<file path="src/rtl/udc_pkg.sv">
`timescale 1ns/1ps
package udc_pkg;
  typedef enum logic [1:0] {
    MODE_HOLD = 2'd0,
    MODE_LOAD = 2'd1,
    MODE_UP   = 2'd2,
    MODE_DOWN = 2'd3
  } udc_mode_e;
endpackage

</file>
<file path="src/rtl/udc_mode_sel.sv">
`timescale 1ns/1ps
module udc_mode_sel
  import udc_pkg::*;
(
  input  logic      load,
  input  logic      run_n,
  input  logic      dir_up,
  output udc_mode_e mode
);
  // priority below clear: load, then hold, then count
  always_comb begin
    if (load)       mode = MODE_LOAD;
    else if (run_n) mode = MODE_HOLD;
    else if (dir_up) mode = MODE_UP;
    else            mode = MODE_DOWN;
  end
endmodule

</file>
<file path="src/rtl/udc_step.sv">
`timescale 1ns/1ps
module udc_step
  import udc_pkg::*;
#(
  parameter int WIDTH = 4
) (
  input  udc_mode_e        mode,
  input  logic [WIDTH-1:0] cur,
  input  logic [WIDTH-1:0] preset,
  output logic [WIDTH-1:0] nxt,
  output logic             upd
);
  localparam logic [WIDTH-1:0] ONE = WIDTH'(1);

  always_comb begin
    upd = 1'b1;
    unique case (mode)
      MODE_LOAD: nxt = preset;
      MODE_UP:   nxt = cur + ONE;
      MODE_DOWN: nxt = cur - ONE;
      default: begin
        nxt = cur;
        upd = 1'b0;
      end
    endcase
  end
endmodule

</file>
<file path="src/rtl/udc_term.sv">
`timescale 1ns/1ps
module udc_term #(
  parameter int WIDTH = 4
) (
  input  logic [WIDTH-1:0] value,
  input  logic             dir_up,
  input  logic             run_n,
  output logic             term_n
);
  localparam logic [WIDTH-1:0] TOP = {WIDTH{1'b1}};
  localparam logic [WIDTH-1:0] BOT = '0;

  logic at_end;

  always_comb begin
    at_end = dir_up ? (value == TOP) : (value == BOT);
    term_n = ~(at_end & ~run_n);
  end
endmodule

</file>
<file path="src/rtl/udc_counter.sv">
`timescale 1ns/1ps
module udc_counter
  import udc_pkg::*;
#(
  parameter int WIDTH = 4
) (
  input  logic             clk,
  input  logic             clear,
  input  logic             load,
  input  logic [WIDTH-1:0] load_val,
  input  logic             dir_up,
  input  logic             run_n,
  output logic [WIDTH-1:0] count,
  output logic             term_n
);
  udc_mode_e        mode;
  logic [WIDTH-1:0] cnt_q;
  logic [WIDTH-1:0] cnt_d;
  logic             cnt_en;

  udc_mode_sel u_mode (
    .load   (load),
    .run_n  (run_n),
    .dir_up (dir_up),
    .mode   (mode)
  );

  udc_step #(.WIDTH(WIDTH)) u_step (
    .mode   (mode),
    .cur    (cnt_q),
    .preset (load_val),
    .nxt    (cnt_d),
    .upd    (cnt_en)
  );

  // state register with written-out clock enable
  always_ff @(posedge clk or posedge clear) begin
    if (clear)       cnt_q <= '0;
    else if (cnt_en) cnt_q <= cnt_d;
  end

  // clear and preset bypass the register so they act between edges
  always_comb begin
    if (clear)     count = '0;
    else if (load) count = load_val;
    else           count = cnt_q;
  end

  udc_term #(.WIDTH(WIDTH)) u_term (
    .value  (count),
    .dir_up (dir_up),
    .run_n  (run_n),
    .term_n (term_n)
  );
endmodule

</file>
<file path="config.mk">
export PLATFORM = sky130hd
export DESIGN_NAME = udc_counter
export DESIGN_NICKNAME = d
export VERILOG_FILES = /design/src/rtl/udc_pkg.sv /design/src/rtl/udc_mode_sel.sv /design/src/rtl/udc_step.sv /design/src/rtl/udc_term.sv /design/src/rtl/udc_counter.sv
export SDC_FILE = /design/constraint.sdc
export NUM_CORES = 1
export LEC_CHECK = 0
export BUFFER_PORTS_ARGS = -buffer_cell sky130_fd_sc_hd__buf_2
export CAP_MARGIN = 0
export CORE_AREA = 2 2 39 41
export DETAILED_ROUTE_END_ITERATION = 6
export DIE_AREA = 0 0 41 43
export HOLD_SLACK_MARGIN = 0.1
export PLACE_DENSITY_LB_ADDON = 0.05
export SLEW_MARGIN = 20
export SYNTH_ARGS = -nofsm -noshare
export SYNTH_HDL_FRONTEND = slang
export SYNTH_SLANG_ARGS = --single-unit
</file>
<file path="constraint.sdc">
create_clock -name clk -period 4.7 [get_ports clk]
set_input_delay 0.235 -clock clk [delete_from_list [all_inputs] [get_ports clk]]
set_output_delay 0.235 -clock clk [all_outputs]
set_load 0.05 [all_outputs]
</file>
# Word level (Yosys, flattened, before mapping)
# Cells that the tools add are included.
[totals]
out_inout_bits = 5
wordCells = 22
register_bits = 4
[op_classes]
n_bitwise = 3
reduce_logical = 4
eq_ne = 4
muxes = 8
add_sub_neg = 2
[ops]
columns = ["operator", "n"]
rows = [
  ["4-bit one-hot mux with 3 select lines", 1],
  ["4-bit 2-to-1 mux", 2],
  ["4-bit by 1-bit adder with 4-bit output (second input constant)", 1],
  ["2-bit equality test (second input constant)", 2],
  ["4-bit equality test (second input constant)", 1],
  ["4-bit zero test", 1],
  ["2-bit 2-to-1 mux", 2],
  ["4-bit by 1-bit subtractor with 4-bit output (second input constant)", 1],
  ["1-bit 2-to-1 mux", 3],
  ["3-bit nonzero test", 1],
  ["3-bit OR reduction", 1],
  ["2-bit by 1-bit equality test with 1-bit output (second input constant)", 1],
  ["1-bit NOT", 2],
  ["2-bit AND reduction", 1],
  ["1-bit AND", 1],
]

# Longest topological paths before layout
# Gate-level depths: netlist of the first run.
[depth]
depth_word = 7
depth_mapped = 9

# By module
# From an unflattened synthesis of the first run, not the netlist that was laid out.
[unflattened]
cells_unflattened = 59
area_unflattened_um2 = 493.0
[modules_own_cells]
columns = ["module", "area_per_inst_um2", "cells_each", "n_inst"]
rows = [
  ["udc_step", 227.7, 34, 1],
  ["udc_counter", 215.2, 18, 1],
  ["udc_term", 38.8, 5, 1],
  ["udc_mode_sel", 11.3, 2, 1],
]

# Worst setup path after synthesis of the first run
# Ideal clock, no wire load.
[synth_timing]
path_kind = "input to output"
from = "in load"
to = "out term_n"
path_slack_ps = 2351
path_stages = 5
path_buffers = 2
arrival_time_ps = 2114
path_cell_list = "buf_6 -> clkbuf_1 -> nand2_1 -> a21oi_1 -> o31a_1"
[synth_via]
elab_chain_len = 6
[synth_lines]
columns = ["item", "line_no", "text"]
rows = [
  ["from (decl)", "udc_counter.sv:9", "input logic load,"],
  ["4-bit 2-to-1 mux (*)", "udc_counter.sv:45", "else if (load) count = load_val;"],
  ["4-bit 2-to-1 mux (*)", "udc_counter.sv:44", "if (clear) count = '0;"],
  ["named net count[0]", "udc_counter.sv:13", "output logic [WIDTH-1:0] count,"],
  ["4-bit equality test / 4-bit zero test (equally long branches)", "udc_term.sv:16", "at_end = dir_up ? (value == TOP) : (value == BOT);"],
  ["1-bit 2-to-1 mux (*)", "udc_term.sv:16", ""],
  ["1-bit AND (*)", "udc_term.sv:17", "term_n = ~(at_end & ~run_n);"],
  ["1-bit NOT (*)", "udc_term.sv:17", ""],
  ["to (decl)", "udc_counter.sv:14", "output logic term_n"],
]
# The timed path passes the listed nets; every way through them passes the cells marked *.

# Worst setup path after layout of the first run
[layout_timing]
from = "in clear"
to = "out term_n"
[layout_via]
elab_chain_len = 5
[layout_lines]
columns = ["item", "line_no", "text"]
rows = [
  ["from (decl)", "udc_counter.sv:8", "input logic clear,"],
  ["4-bit 2-to-1 mux (*)", "udc_counter.sv:44", ""],
  ["4-bit equality test / 4-bit zero test (equally long branches)", "udc_term.sv:16", ""],
  ["1-bit 2-to-1 mux (*)", "udc_term.sv:16", ""],
  ["1-bit AND (*)", "udc_term.sv:17", ""],
  ["1-bit NOT (*)", "udc_term.sv:17", ""],
]
# Every way passes the cells marked *; elsewhere a longest branch is shown, timed or not.

==> flow_summary_export.csv, run 1 <==
group,metric,value,unit
cts,cts_htree_levels,1,
final_layout,final_layout_size_suffix_gt1_share,28.8,%
timing,rsz0062_at_grt,"no",
critical_path,critical_path_class,"input pin to output pin",
global_route,grt_pass1_wl,1.27,mm
final_layout,fin_util,33.6,%
drt,wl_per_cell,11.4,um
cts,cts_root_buffer,"clkbuf_4",
critical_path,worstPathMaxFanout,5,
final_layout,num-nets-final,71,
timing,worst_pin_slew,0.291,ns
timing,setup_violations,0,
final_layout,final_common_cell,"buf_2",
logic_synthesis,syn_avg_cell_area,8.15,um2
drt,avgViaCountPerCell,4.83,
die,initial_core_util,26.5,%
logic_synthesis,synth_ff_type,"dfrtp_1",
logic_synthesis,synth_top_area_cell,"dfrtp_1",
die,core_area,1380,um2
cts,path_clk_slew,0.03,ns
status,status,"complete, no violations",
timing,max_freq,472,MHz
critical_path,cp-end-kind,"output pin",
logic_synthesis,syn_nets,55,
logic_synthesis,netlist_top_cells_area,"dfrtp_1, mux2i_1, xor2_1",
global_route,grt_pass1_vias,310,
logic_synthesis,async_flop_share,100,%
die,die_x,41,um
die,num_io_pins,14,
die,rows,14,
critical_path,worstSetupStartpointType,"input pin",
cts,cts_resized,0,
die,dieArea,1760,um2
logic_synthesis,synth_edf_count,0,
critical_path,worstPathArrival,1.88,ns
timing,slew_headroom,80.6,%
global_route,antenna_found_initial,0,
power,ir_drop,0.100,mV
final_layout,largest_reg_flops,4,
critical_path,rrSetupSlack,2.85,ns
timing,hold_violations,0,
timing,fin_crit,2.12,ns
cts,clock-sinks,4,
drt,vias,362,
final_layout,num_antenna_cells,0,
timing,finalSetupTns,0,ns
power,powerDensity,291,nW/um2
die,fp.dieH,43,um
timing,fin_skew,0.00299,ns
drt,wirelength,856,um
final_layout,area_delta_synth_final,27.0,%
cts,cts_setup_buffers,0,
logic_synthesis,ys_ff_latch,4,
final_layout,layout_common_cells,"buf_2, o21ai_0, nand2_1, dfrtp_1",
drt,remaining_drc_errors,0,
cts,cts_tree,"yes",
power,p_leak,0.217,nW
placement,port_buffers,13,
timing,fin_crit_sh,45.1,%
logic_synthesis,synthCells,45,
logic_synthesis,yosysWarnings,0,
job,cap_violations,0,
final_layout,reg.largest.list,"cnt_q x4",
drt,drtPass1Iterations,4,
global_route,grt_usage,11.1,%
cts,clockBufferDepth,2,
placement,gp_congestion,0.649,
placement,dpl.hpwl,670,um
drt,first_iter_violations,3,
drt,ant_nets,0,
timing,maxSlewViolCount,0,
critical_path,cp.required,4.47,ns
cts,cts_buffers,3,
global_route,gr-total-overflow,0,
logic_synthesis,netlist.area_leader.share,27.3,%
final_layout,regMostFlops,"cnt_q",
cts,insertion_delay,0.23,ns
logic_synthesis,synthesis.area,367,um2
global_route,grt_max_degree,20,
logic_synthesis,ys_types,21,
hold_path,hp-class,"input pin to register",
logic_synthesis,yosysSeqAreaShare,27.3,%
-- cell type report --
| type | instances | area (um2) |
|---|---|---|
| Multi-Input combinational cell | 37 | 244 |
| Sequential cell | 4 | 100 |
| Tap cell | 16 | 20.0 |
| Inverter | 1 | 3.75 |
| Fill cell | 164 | 918 |
| Clock buffer | 3 | 22.5 |
| Timing Repair Buffer | 14 | 75.1 |
-- path summary, 6_finish.rpt --
| check | start | end | cells past startpoint |
|---|---|---|---|
| max reg2reg | cnt_q[1] | cnt_q[2] | 6 |
| min in group asynchronous | clear | cnt_q[2] | 3 |
| max in group asynchronous | clear | cnt_q[3] | 3 |
| min | load_val[3] | cnt_q[3] | 3 |
| min reg2reg | cnt_q[3] | cnt_q[3] | 2 |
| max | clear | term_n | 6 |
-- synthesized netlist by cell type, drive strengths merged (2+ instances only) --
| cell | n |
|---|---|
| nor2 | 2 |
| nand2 | 4 |
| clkbuf | 2 |
| nand2b | 2 |
| o31a | 2 |
| xor2 | 3 |
| or4 | 3 |
| mux2i | 3 |
| a21oi | 3 |
| nor2b | 2 |
| dfrtp | 4 |
| o21ai | 5 |
| nand3 | 2 |
-- critical path, cell delays in order --
cell           delay (ns)
dlygate4sd3_1        0.53
buf_2                0.15
a21oi_1              0.05
or4_1                0.47
o31a_1               0.24
buf_2                0.21
-- layer usage --
| layer | vias to the layer above | global-route usage [%] | share of wire, % |
|---|---|---|---|
| met5 | - | 0 | 0 |
| met1 | 160 | 14.1 | 51 |
| li1 | 196 | - | - |
| met3 | 0 | 3.14 | 4.3 |
| met2 | 6 | 15.3 | 45 |
| met4 | 0 | 8.00 | 0 |
-- repair_timing --
action,4_1_cts,5_1_grt
endpoints found under the setup margin,0,0
endpoints found under the hold margin,4,0
hold buffers,1,0
-- kinds of logic after synthesis --
logic type	after synthesis	synth area share (%)
AND/OR/NAND/NOR	18	26.6
buffers and inverters	4	6.14
adder cells (fa/ha/maj)	1	3.41
flip-flops	4	27.3
XOR/XNOR	3	7.17
AO/OA/AOI/OAI	11	18.1
multiplexers	4	11.3
-- metrics by stage --
step                      power [mW]  hold WS (ns)  cell area [um2]  worst slack (ns)  cells
final                          0.135         0.250              465              2.58     75
after floorplan               0.0822       0.00108              367              2.35     45
after global routing           0.147         0.261              465              2.52     75
after CTS                      0.139         0.245              465              2.59     75
after global placement        0.0958         0.178              433              2.65     71
after detailed placement      0.0947         0.173              433              2.67     71
-- report_power, final --
| part | switching [mW] | internal (mW) | leakage [nW] | total (mW) |
|---|---|---|---|---|
| combinational | 0.0292 | 0.0182 | 0.156 | 0.0473 |
| clock | 0.0128 | 0.0285 | 0.0138 | 0.0413 |
| sequential | 0.00709 | 0.0397 | 0.0478 | 0.0468 |
Power figures use the tool's default switching activity.
==> run 2: changes to the inputs <==
==> constraint.sdc (replaced) <==
create_clock -name clk -period 1.9 [get_ports clk]
set_input_delay 0.095 -clock clk [delete_from_list [all_inputs] [get_ports clk]]
set_output_delay 0.095 -clock clk [all_outputs]
set_load 0.05 [all_outputs]
==> flow_summary_export.csv, run 2 (same netlist as run 1, synthesis figures left out) <==
group,metric,value,unit
timing,worst_pin_slew,0.259,ns
critical_path,critical_path_class,"register to output pin",
timing,max_freq,541,MHz
hold_path,hp-class,"input pin to register",
cts,clockBufferDepth,2,
global_route,antenna_found_initial,0,
die,dieArea,1760,um2
timing,rsz0062_at_grt,"yes",
final_layout,final_layout_size_suffix_gt1_share,37.1,%
timing,setup_violations,0,
power,powerDensity,697,nW/um2
cts,clock-sinks,4,
power,combPwrFrac,40.1,%
power,seq_power_share,31.7,%
die,core_area,1380,um2
global_route,grt_pass1_wl,1.43,mm
final_layout,num-fill-cells,156,
cts,cts_setup_buffers,0,
final_layout,num_antenna_cells,0,
cts,insertion_delay,0.23,ns
placement,gp_congestion,0.736,
critical_path,worstPathArrival,1.75,ns
job,cap_violations,0,
timing,maxSlewViolCount,0,
die,initial_core_util,26.5,%
cts,path_clk_slew,0.04,ns
drt,wirelength,989,um
drt,first_iter_violations,9,
critical_path,worstPathMaxFanout,6,
die,num_io_pins,14,
die,fp.dieH,43,um
critical_path,worstSetupStartpointType,"register",
drt,wl_per_cell,12.7,um
timing,finalWorstSetupSlack,0.0500,ns
final_layout,num-nets-final,74,
drt,vias,390,
final_layout,layout_common_cells,"buf_2, o21ai_0, nand2_1, dfrtp_1",
die,rows,14,
final_layout,reg.largest.list,"cnt_q x4",
power,internal_power,0.227,mW
critical_path,cp-end-kind,"output pin",
drt,remaining_drc_errors,0,
cts,cts_buffers,3,
timing,fin_skew,0.00171,ns
global_route,grt_pass1_vias,349,
placement,port_buffers,13,
final_layout,largest_reg_flops,4,
placement,pre_cts_ws,0.0823,ns
global_route,grt_max_degree,19,
drt,drtPass1Iterations,4,
drt,avgViaCountPerCell,5.00,
power,p_sw,0.130,mW
die,die_x,41,um
final_layout,regMostFlops,"cnt_q",
timing,slew_headroom,82.6,%
global_route,gr-total-overflow,0,
cts,cts_htree_levels,1,
timing,fin_crit,1.85,ns
final_layout,multi_input_area,259,um2
timing,hold_violations,0,
power,pwr-share-clk,28.2,%
timing,whs,0.115,ns
power,p_leak,0.242,nW
final_layout,area_delta_synth_final,39.9,%
status,status,"complete, no violations",
power,ir_drop,0.329,mV
global_route,grt_usage,12.8,%
timing,finalSetupTns,0,ns
placement,dpl.hpwl,767,um
cts,cts_root_buffer,"clkbuf_4",
final_layout,final_common_cell,"buf_2",
timing,fin_crit_sh,97.4,%
final_layout,register_area,100,um2
cts,cts_tree,"yes",
critical_path,cp.required,1.80,ns
drt,ant_nets,0,
power,p_sw_share,36.4,%
==> run 2: layout make-up <==
class                           instances  share of cell area (%)
Sequential cell                         4                    19.5
Clock buffer                            3                    4.39
Multi-Input combinational cell         37                    50.5
Timing Repair Buffer                   17                    21.0
Inverter                                1                   0.732
Tap cell                               16                    3.90
==> run 2: final timing paths <==
check / startpoint / to / slack (ns) / cells past startpoint
max: cnt_q[1] / term_n / 0.05 / 6
max in group asynchronous: clear / cnt_q[0] / 1.39 / 3
min: load_val[3] / cnt_q[3] / 0.12 / 3
min reg2reg: cnt_q[3] / cnt_q[3] / 0.58 / 2
max reg2reg: cnt_q[1] / cnt_q[2] / 0.10 / 6
min in group asynchronous: clear / cnt_q[1] / 0.36 / 3
==> run 2: worst max-delay path, stage by stage (launching register included) <==
cell	delay, ns
dfrtp_1	0.39
buf_6	0.14
nand2b_4	0.06
a21oi_2	0.05
or4_1	0.47
o31a_1	0.26
buf_6	0.15
==> run 2: per-stage QoR <==
step,utilization (%),cells,cell area [um2],power [mW]
final,37.1,78,513,0.357
after floorplan,-,45,374,0.206
after CTS,36.5,78,505,0.359
after detailed placement,33.5,74,463,0.247
after global routing,37.1,78,513,0.387
after global placement,33.5,74,463,0.242
==> run 2: per-layer routing <==
metal  GRT usage, %  wire [um]  vias up
met5              0          0        -
met4           11.3          8        0
met3           3.14         41        2
met2           19.1        484        7
met1           14.0        454      181
li1               -          -      200
==> run 2: power groups by stage <==
stage          logic [mW]  clock network, mW  registers (mW)
5_1_grt             0.157              0.115           0.114
3_3_place_gp        0.129                  0           0.113
3_5_place_dp        0.134                  0           0.113
6_report            0.143              0.101           0.113
4_1_cts             0.140              0.106           0.113
2_1_floorplan      0.0931                  0           0.112
==> run 2: repair_timing <==
item | in CTS | in global routing
setup endpoints to repair | 1 | 1
hold buffers | 1 | 0
endpoints found under the hold margin | 4 | 0
gates resized for setup | 3 | 1
cloned | 0 | 0
